File: src/rtl/fcs_pkg.sv
package fcs_pkg;
  parameter int CMD_W = 8;

  localparam logic [1:0] REG_CFG  = 2'd0;
  localparam logic [1:0] REG_STAT = 2'd1;
  localparam logic [1:0] REG_CMD  = 2'd2;
  localparam logic [1:0] REG_PROT = 2'd3;

  localparam int ST_BE = 7;
  localparam int ST_CC = 6;
  localparam int ST_PV = 5;
  localparam int ST_AE = 4;

  localparam logic [CMD_W-1:0] OP_PROG   = 8'h21;
  localparam logic [CMD_W-1:0] OP_SERASE = 8'h42;
  localparam logic [CMD_W-1:0] OP_MERASE = 8'h44;
  localparam logic [CMD_W-1:0] OP_VERIFY = 8'h06;

  typedef enum logic [1:0] {S_IDLE, S_ADDR, S_CMD, S_BUSY} seq_st_t;
  typedef enum logic [2:0] {EV_NONE, EV_ARRAY, EV_CFG, EV_CMD, EV_STAT, EV_PROT} wr_ev_t;

  function automatic logic op_known(input logic [CMD_W-1:0] c);
    return (c == OP_PROG) || (c == OP_SERASE) || (c == OP_MERASE) || (c == OP_VERIFY);
  endfunction
endpackage

File: src/rtl/fcs_decode.sv
module fcs_decode
  import fcs_pkg::*;
(
  input  logic       bus_wr,
  input  logic       bus_is_reg,
  input  logic [1:0] reg_sel,
  output wr_ev_t     ev
);
  always_comb begin
    ev = EV_NONE;
    if (bus_wr) begin
      if (!bus_is_reg) ev = EV_ARRAY;
      else begin
        case (reg_sel)
          REG_CFG:  ev = EV_CFG;
          REG_STAT: ev = EV_STAT;
          REG_CMD:  ev = EV_CMD;
          default:  ev = EV_PROT;
        endcase
      end
    end
  end
endmodule

File: src/rtl/fcs_flags.sv
module fcs_flags #(
  parameter int NUM_BANKS = 2,
  parameter int BANK_W    = 1
) (
  input  logic              clk,
  input  logic              rst,
  input  logic [BANK_W-1:0] bank,
  input  logic              set_ae,
  input  logic              set_pv,
  input  logic              clr_ae,
  input  logic              clr_pv,
  output logic              ae_o,
  output logic              pv_o
);
  logic [NUM_BANKS-1:0] ae_q, pv_q;

  generate
    for (genvar g = 0; g < NUM_BANKS; g++) begin : g_bank
      always_ff @(posedge clk) begin
        if (rst) begin
          ae_q[g] <= 1'b0;
          pv_q[g] <= 1'b0;
        end else if (bank == BANK_W'(g)) begin
          if (set_ae)      ae_q[g] <= 1'b1;
          else if (clr_ae) ae_q[g] <= 1'b0;
          if (set_pv)      pv_q[g] <= 1'b1;
          else if (clr_pv) pv_q[g] <= 1'b0;
        end
      end
    end
  endgenerate

  assign ae_o = ae_q[bank];
  assign pv_o = pv_q[bank];
endmodule

File: src/rtl/fcs_seq.sv
module fcs_seq
  import fcs_pkg::*;
#(
  parameter int ADDR_W      = 16,
  parameter int DATA_W      = 16,
  parameter int BANK_W      = 1,
  parameter int SECTOR_BITS = 9
) (
  input  logic              clk,
  input  logic              rst,
  input  wr_ev_t            ev,
  input  logic [ADDR_W-1:0] addr,
  input  logic [DATA_W-1:0] wdata,
  input  logic              flag_hold,
  input  logic [ADDR_W-1:0] prot_lim,
  input  logic [BANK_W-1:0] bank,
  input  logic              arr_done,
  output logic              set_ae,
  output logic              set_pv,
  output logic              seq_open,
  output logic              buf_empty,
  output logic              cmd_done,
  output logic [CMD_W-1:0]  lat_cmd,
  output logic              arr_start,
  output logic [CMD_W-1:0]  arr_cmd,
  output logic [ADDR_W-1:0] arr_addr,
  output logic [DATA_W-1:0] arr_data,
  output logic [BANK_W-1:0] arr_bank
);
  seq_st_t st, nxt;
  logic latch_buf, latch_cmd, launch, discard;
  logic [ADDR_W-1:0] lat_addr;
  logic [DATA_W-1:0] lat_data;
  logic [ADDR_W-1:0] shaped_addr;
  logic launch_req;

  assign launch_req = (ev == EV_STAT) && wdata[ST_BE];

  always_comb begin
    nxt = st; set_ae = 1'b0; set_pv = 1'b0;
    latch_buf = 1'b0; latch_cmd = 1'b0; launch = 1'b0; discard = 1'b0;
    case (st)
      S_IDLE: begin
        if (ev == EV_ARRAY && !flag_hold) begin
          if (addr[0])                set_ae = 1'b1;
          else if (addr >= prot_lim)  set_pv = 1'b1;
          else begin latch_buf = 1'b1; nxt = S_ADDR; end
        end else if (ev == EV_CMD || launch_req) begin
          set_ae = 1'b1;
        end
      end
      S_ADDR: begin
        if (ev == EV_CMD && op_known(wdata[CMD_W-1:0])) begin
          latch_cmd = 1'b1; nxt = S_CMD;
        end else if (ev != EV_NONE) begin
          set_ae = 1'b1; discard = 1'b1; nxt = S_IDLE;
        end
      end
      S_CMD: begin
        if (launch_req) begin
          launch = 1'b1; nxt = S_BUSY;
        end else if (ev != EV_NONE) begin
          set_ae = 1'b1; discard = 1'b1; nxt = S_IDLE;
        end
      end
      default: begin
        if (ev == EV_ARRAY || ev == EV_CMD || launch_req) set_ae = 1'b1;
        if (arr_done) nxt = S_IDLE;
      end
    endcase
  end

  always_comb begin
    shaped_addr = lat_addr;
    if (lat_cmd == OP_SERASE) shaped_addr[SECTOR_BITS-1:0] = '0;
  end

  always_ff @(posedge clk) begin
    if (rst) begin
      st <= S_IDLE;
      lat_addr <= '0; lat_data <= '0; lat_cmd <= '0;
      buf_empty <= 1'b1; cmd_done <= 1'b1;
      arr_start <= 1'b0; arr_cmd <= '0; arr_addr <= '0; arr_data <= '0; arr_bank <= '0;
    end else begin
      st <= nxt;
      arr_start <= 1'b0;
      if (latch_buf) begin
        lat_addr <= addr;
        lat_data <= wdata;
      end
      if (latch_cmd) lat_cmd <= wdata[CMD_W-1:0];
      if (discard) begin
        lat_addr <= '0; lat_data <= '0; lat_cmd <= '0;
      end
      if (launch) begin
        arr_start <= 1'b1;
        arr_cmd   <= lat_cmd;
        arr_addr  <= shaped_addr;
        arr_data  <= (lat_cmd == OP_PROG) ? lat_data : '0;
        arr_bank  <= bank;
        buf_empty <= 1'b0;
        cmd_done  <= 1'b0;
      end
      if (st == S_BUSY && arr_done) begin
        buf_empty <= 1'b1;
        cmd_done  <= 1'b1;
      end
    end
  end

  assign seq_open = (st == S_ADDR) || (st == S_CMD);
endmodule

File: src/rtl/flash_cmd_seq.sv
module flash_cmd_seq
  import fcs_pkg::*;
#(
  parameter int ADDR_W      = 16,
  parameter int DATA_W      = 16,
  parameter int NUM_BANKS   = 2,
  parameter int SECTOR_BITS = 9,
  parameter logic [ADDR_W-1:0] PROT_RST = '1
) (
  input  logic              clk,
  input  logic              rst,
  input  logic              bus_wr,
  input  logic              bus_rd,
  input  logic              bus_is_reg,
  input  logic [ADDR_W-1:0] bus_addr,
  input  logic [DATA_W-1:0] bus_wdata,
  output logic [DATA_W-1:0] bus_rdata,
  output logic              arr_start,
  output logic [CMD_W-1:0]  arr_cmd,
  output logic [ADDR_W-1:0] arr_addr,
  output logic [DATA_W-1:0] arr_data,
  output logic [((NUM_BANKS > 1) ? $clog2(NUM_BANKS) : 1)-1:0] arr_bank,
  input  logic              arr_done
);
  localparam int BANK_W = (NUM_BANKS > 1) ? $clog2(NUM_BANKS) : 1;

  wr_ev_t ev;
  logic [BANK_W-1:0] bank_q;
  logic [ADDR_W-1:0] prot_q;
  logic ae_w, pv_w, set_ae, set_pv, clr_ae, clr_pv;
  logic seq_open, be_w, cc_w;
  logic [CMD_W-1:0] lat_cmd;
  logic [DATA_W-1:0] rd_mux;

  fcs_decode u_dec (
    .bus_wr(bus_wr), .bus_is_reg(bus_is_reg), .reg_sel(bus_addr[1:0]), .ev(ev)
  );

  assign clr_ae = (ev == EV_STAT) && bus_wdata[ST_AE];
  assign clr_pv = (ev == EV_STAT) && bus_wdata[ST_PV];

  fcs_flags #(.NUM_BANKS(NUM_BANKS), .BANK_W(BANK_W)) u_flags (
    .clk(clk), .rst(rst), .bank(bank_q),
    .set_ae(set_ae), .set_pv(set_pv), .clr_ae(clr_ae), .clr_pv(clr_pv),
    .ae_o(ae_w), .pv_o(pv_w)
  );

  fcs_seq #(.ADDR_W(ADDR_W), .DATA_W(DATA_W), .BANK_W(BANK_W), .SECTOR_BITS(SECTOR_BITS)) u_seq (
    .clk(clk), .rst(rst), .ev(ev), .addr(bus_addr), .wdata(bus_wdata),
    .flag_hold(ae_w | pv_w), .prot_lim(prot_q), .bank(bank_q), .arr_done(arr_done),
    .set_ae(set_ae), .set_pv(set_pv), .seq_open(seq_open),
    .buf_empty(be_w), .cmd_done(cc_w), .lat_cmd(lat_cmd),
    .arr_start(arr_start), .arr_cmd(arr_cmd), .arr_addr(arr_addr),
    .arr_data(arr_data), .arr_bank(arr_bank)
  );

  always_ff @(posedge clk) begin
    if (rst) begin
      bank_q <= '0;
      prot_q <= PROT_RST;
    end else if (!seq_open) begin
      if (ev == EV_CFG)  bank_q <= bus_wdata[BANK_W-1:0];
      if (ev == EV_PROT) prot_q <= bus_wdata[ADDR_W-1:0];
    end
  end

  always_comb begin
    rd_mux = '0;
    case (bus_addr[1:0])
      REG_CFG:  rd_mux[BANK_W-1:0] = bank_q;
      REG_STAT: begin
        rd_mux[ST_BE] = be_w; rd_mux[ST_CC] = cc_w;
        rd_mux[ST_PV] = pv_w; rd_mux[ST_AE] = ae_w;
      end
      REG_CMD:  rd_mux[CMD_W-1:0] = lat_cmd;
      default:  rd_mux[ADDR_W-1:0] = prot_q;
    endcase
  end

  always_ff @(posedge clk) begin
    if (rst) bus_rdata <= '0;
    else if (bus_rd) bus_rdata <= bus_is_reg ? rd_mux : '0;
  end
endmodule

File: config.mk
export PLATFORM = sky130hd
export DESIGN_NAME = flash_cmd_seq
export DESIGN_NICKNAME = d
export VERILOG_FILES = /design/src/rtl/fcs_pkg.sv /design/src/rtl/fcs_decode.sv /design/src/rtl/fcs_flags.sv /design/src/rtl/fcs_seq.sv /design/src/rtl/flash_cmd_seq.sv
export SDC_FILE = /design/constraint.sdc
export NUM_CORES = 1
export LEC_CHECK = 0
export CAP_MARGIN = 10
export CORE_ASPECT_RATIO = 0.9
export CORE_MARGIN = 4
export CORE_UTILIZATION = 45
export DETAILED_ROUTE_END_ITERATION = 8
export GPL_ROUTABILITY_DRIVEN = 0
export PLACE_DENSITY_LB_ADDON = 0.12
export SYNTH_ARGS = -nofsm -noshare
export SYNTH_HDL_FRONTEND = slang
export SYNTH_SLANG_ARGS = --single-unit
File: constraint.sdc
create_clock -name clk -period 2.07 [get_ports clk]
set_input_delay 0.207 -clock clk [delete_from_list [all_inputs] [get_ports clk]]
set_output_delay 0.207 -clock clk [all_outputs]
set_load 0.02 [all_outputs]
==> impl_metrics.csv <==
group,metric,value,unit
setup_path,cp.arrival,2.49,ns
yosys,synthCells,539,
cts,clk_root_buffer_cell,"clkbuf_16",
job,maxCapViolations,0,
power_and_ir_drop,p_total,6.09,mW
global_route,grt_max_degree,33,
timing,timing.final.crit_share,1.06,
setup_path,crit_type,"register to register",
setup_path,crit_fanout,7,
yosys,synth_top_cell_area_share,0.481,
drt,first_iter_violations,380,
layout,drive_gt1_frac,0.201,
floorplan,dieArea,13100,um^2
cts,cts.sinks,122,
cts,hold_buffers,0,
yosys,yosys_warnings,0,
placed_design,numPortBuffers,95,
yosys,synthFlopType,"dfxtp_1",
yosys,synth_area,5080,um^2
cts,clkLatencyLatePin,0.41,ns
timing,final.min_clock_period,2.19,ns
setup_path,rrSetupSlack,-0.12,ns
yosys,syn_nets,598,
timing,rsz0062_at_grt,"yes",
drt,drc,0,
power_and_ir_drop,p_leak,3.14,nW
timing,worst_slack,-0.122,ns
drt,vias,4602,
yosys,post_synth.cell_area_avg,9.42,um^2
setup_path,worstSetupStartpointType,"register",
timing,skew,0.00702,ns
placed_design,place_hpwl,10500,um
floorplan,start_util,0.464,
yosys,async_flop_share,0,
cts,clockBufferDepth,2,
timing,fmax,456,MHz
global_route,grt_pass1_vias,4461,
global_route,grt-ovfl-total,0,
yosys,synth_cell_types,56,
yosys,yosys.area.top_type,"dfxtp_1",
timing,finalMaxSlewViolations,0,
layout,antennaDiodeCount,0,
setup_path,startpoint,"prot_q[13]",
status,status,"complete, but fails checks",
drt,routed_via_density,5.35,
setup_path,cp.required,2.37,ns
drt,wl_per_cell,17.6,um
yosys,synth_edf_count,0,
yosys,synth_area_leaders,"dfxtp_1 (48%), mux2i_1 (7.9%), nor2_1 (6.3%)",
cts,htree_levels,4,
timing,setup_viol,33,
global_route,track_usage,0.236,
power_and_ir_drop,ir_drop,0.000695,V
global_route,grt_pass1_wl,23700,um
yosys,synth_seq_cells,122,
status,violations,"setup timing",
setup_path,end_kind,"register",
global_route,antenna_found_initial,0,
worst_hold_path,hold_path.class,"primary input to register",
setup_path,crit_end,"u_seq.lat_addr[5]",
floorplan,num_io_pins,96,
placed_design,pre_cts_slack,-0.505,ns
setup_path,r2r-end,"u_seq.lat_addr[5]",
cts,cts_tree,"done",
floorplan,die_w,120,um
timing,final_hold_viol_count,0,
cts,clkSlewWorstSetupHoldPaths,0.05,ns
floorplan,core-area,10900,um^2
timing,worst_slew_pin_slew,0.579,ns
drt,firstDrtPassIters,6,
drt,wirelength,15100,um
timing,slew_headroom,0.610,
yosys,ys_seq_area_frac,0.481,
layout,final_net_count,754,
floorplan,die_h,109,um
floorplan,row_count,36,
power_and_ir_drop,p_per_area,810,nW/um^2
setup_path,reg2reg_depth,10,
setup_path,r2r_start,"prot_q[13]",
layout,area_growth_syn_to_layout,48.0,%
drt,ant_nets,0,
cts,numCtsBuffers,17,
## Yosys cell counts, types with 3 or more instances
cell and instances:
a211o_1 16, o21ai_0 5, nor2_1 85, mux2i_1 40, inv_1 24, o211ai_1 3
buf_2 4, a22o_1 25, a222oi_1 3, a211oi_1 3, a31oi_1 3, buf_4 3
buf_8 3, nor3_1 5, ha_1 21, clkbuf_1 21, nand2_1 49, and2_1 3
a22oi_1 12, o21ai_1 5, nor2b_1 5, dfxtp_1 122, a21oi_1 32, nor4bb_1 3
o31ai_1 3, nand3_1 4
## logic make-up (layout without fill, tap and decap cells)
| logic type | after synthesis | count (layout) | share of synthesized area |
|---|---|---|---|
| fa+ha+maj | 21 | 21 | 0.0517 |
| simple gates | 169 | 169 | 0.146 |
| compound gates | 128 | 128 | 0.186 |
| flops | 122 | 122 | 0.481 |
| xor+xnor | 1 | 1 | 0.00172 |
| mux | 40 | 40 | 0.0788 |
| buf+inv | 58 | 227 | 0.0542 |
## layer usage
layer / track usage / part of all wire / vias up
met4: 0.0744 / 0.018 / 0
met5: 0 / 0 / -
li1: - / - / 2226
met2: 0.371 / 0.45 / 193
met1: 0.316 / 0.45 / 2160
met3: 0.0654 / 0.079 / 23
## timing repair
item	4_1_cts	5_1_grt
pin swaps	14	8
resized for setup	19	20
setup buffers	5	3
gates cloned	1	1
endpoints found under the setup margin	34	36
## worst max-delay path, cell delays in order (launching register included)
cell      delay [ns]
dfxtp_2         0.35
inv_4           0.05
ha_4            0.21
a211oi_2        0.27
o211ai_1        0.19
a211oi_2        0.32
o21a_4          0.20
buf_12          0.11
buf_12          0.13
mux2i_2         0.20
nor2_1          0.06
## how the worst min path moves through the flow
| stage | from | endpoint | cells after the start |
|---|---|---|---|
| final | rst | u_seq.arr_cmd[3] | 2 |
| after global routing | rst | u_seq.arr_cmd[0] | 2 |
| after CTS | rst | u_seq.arr_cmd[3] | 2 |
| after detailed placement | u_seq.lat_addr[0] | u_seq.lat_addr[0] | 2 |
| after global placement | u_seq.lat_addr[0] | u_seq.lat_addr[0] | 2 |
| after floorplan | bus_wdata[10] | prot_q[10] | 1 |
## cell usage in the layout, fill, tap and decap left out, types with 3 or more instances in the layout
| cell | Yosys | final |
|---|---|---|
| o21ai_0 | 5 | 5 |
| nor3_1 | 5 | 4 |
| a22oi_1 | 12 | 12 |
| ha_4 | 0 | 5 |
| dfxtp_1 | 122 | 116 |
| clkdlybuf4s50_1 | 0 | 94 |
| a21oi_1 | 32 | 28 |
| clkbuf_1 | 21 | 5 |
| inv_1 | 24 | 20 |
| a21oi_2 | 0 | 4 |
| dfxtp_2 | 0 | 6 |
| nor2b_1 | 5 | 5 |
| ha_1 | 21 | 16 |
| mux2i_2 | 0 | 3 |
| inv_2 | 1 | 4 |
| o211ai_1 | 3 | 3 |
| o21ai_2 | 0 | 3 |
| buf_4 | 3 | 62 |
| a22o_1 | 25 | 25 |
| a222oi_1 | 3 | 3 |
| buf_12 | 0 | 10 |
| a211o_1 | 16 | 16 |
| nor2_1 | 85 | 84 |
| and2_1 | 3 | 3 |
| clkbuf_16 | 0 | 18 |
| o31ai_1 | 3 | 3 |
| a211oi_2 | 1 | 3 |
| a31oi_1 | 3 | 3 |
| mux2i_1 | 40 | 37 |
| clkbuf_8 | 0 | 4 |
| nand2_1 | 49 | 48 |
## final cells by class
type,count,area (um^2)
clock buffers,26,499
inverters,25,96.3
repair buffers,170,1680
flip-flops and latches,122,2450
multi-input cells,359,2520
fillers,848,3430
clock inverters,6,86.3
well taps,152,190
## state kept, by name, summed over array words and instances (netlist names), 2 cells and up
| name | flops |
|---|---|
| prot_q | 16 |
| u_seq.st | 2 |
| u_flags.ae_q | 2 |
| u_seq.lat_data | 16 |
| u_seq.arr_data | 16 |
| u_seq.arr_addr | 16 |
| u_seq.arr_cmd | 8 |
| u_seq.lat_cmd | 8 |
| bus_rdata | 16 |
| u_seq.lat_addr | 16 |
| u_flags.pv_q | 2 |
## through the flow
step | cell area, um^2 | hold WS, ns | instances | setup TNS (ns) | util
after floorplan | 5090 | 0.325 | 539 | 0 | -
after global placement | 6630 | 0.425 | 818 | -15.87 | 0.606
after detailed placement | 6630 | 0.431 | 818 | -19.01 | 0.606
after CTS | 7380 | 0.169 | 856 | -1.06 | 0.674
after global routing | 7520 | 0.173 | 860 | -6.21 | 0.687
final | 7520 | 0.195 | 860 | -2.23 | 0.687
## where the power goes
part / leakage [nW] / internal, mW / switching, mW / total (mW)
logic: 1.87 / 0.334 / 0.343 / 0.677
clock network: 0.285 / 1.90 / 1.02 / 2.92
registers: 0.986 / 2.44 / 0.0539 / 2.49
total: 3.14 / 4.67 / 1.42 / 6.09
Note: power is estimated with default switching activity, not from simulation.
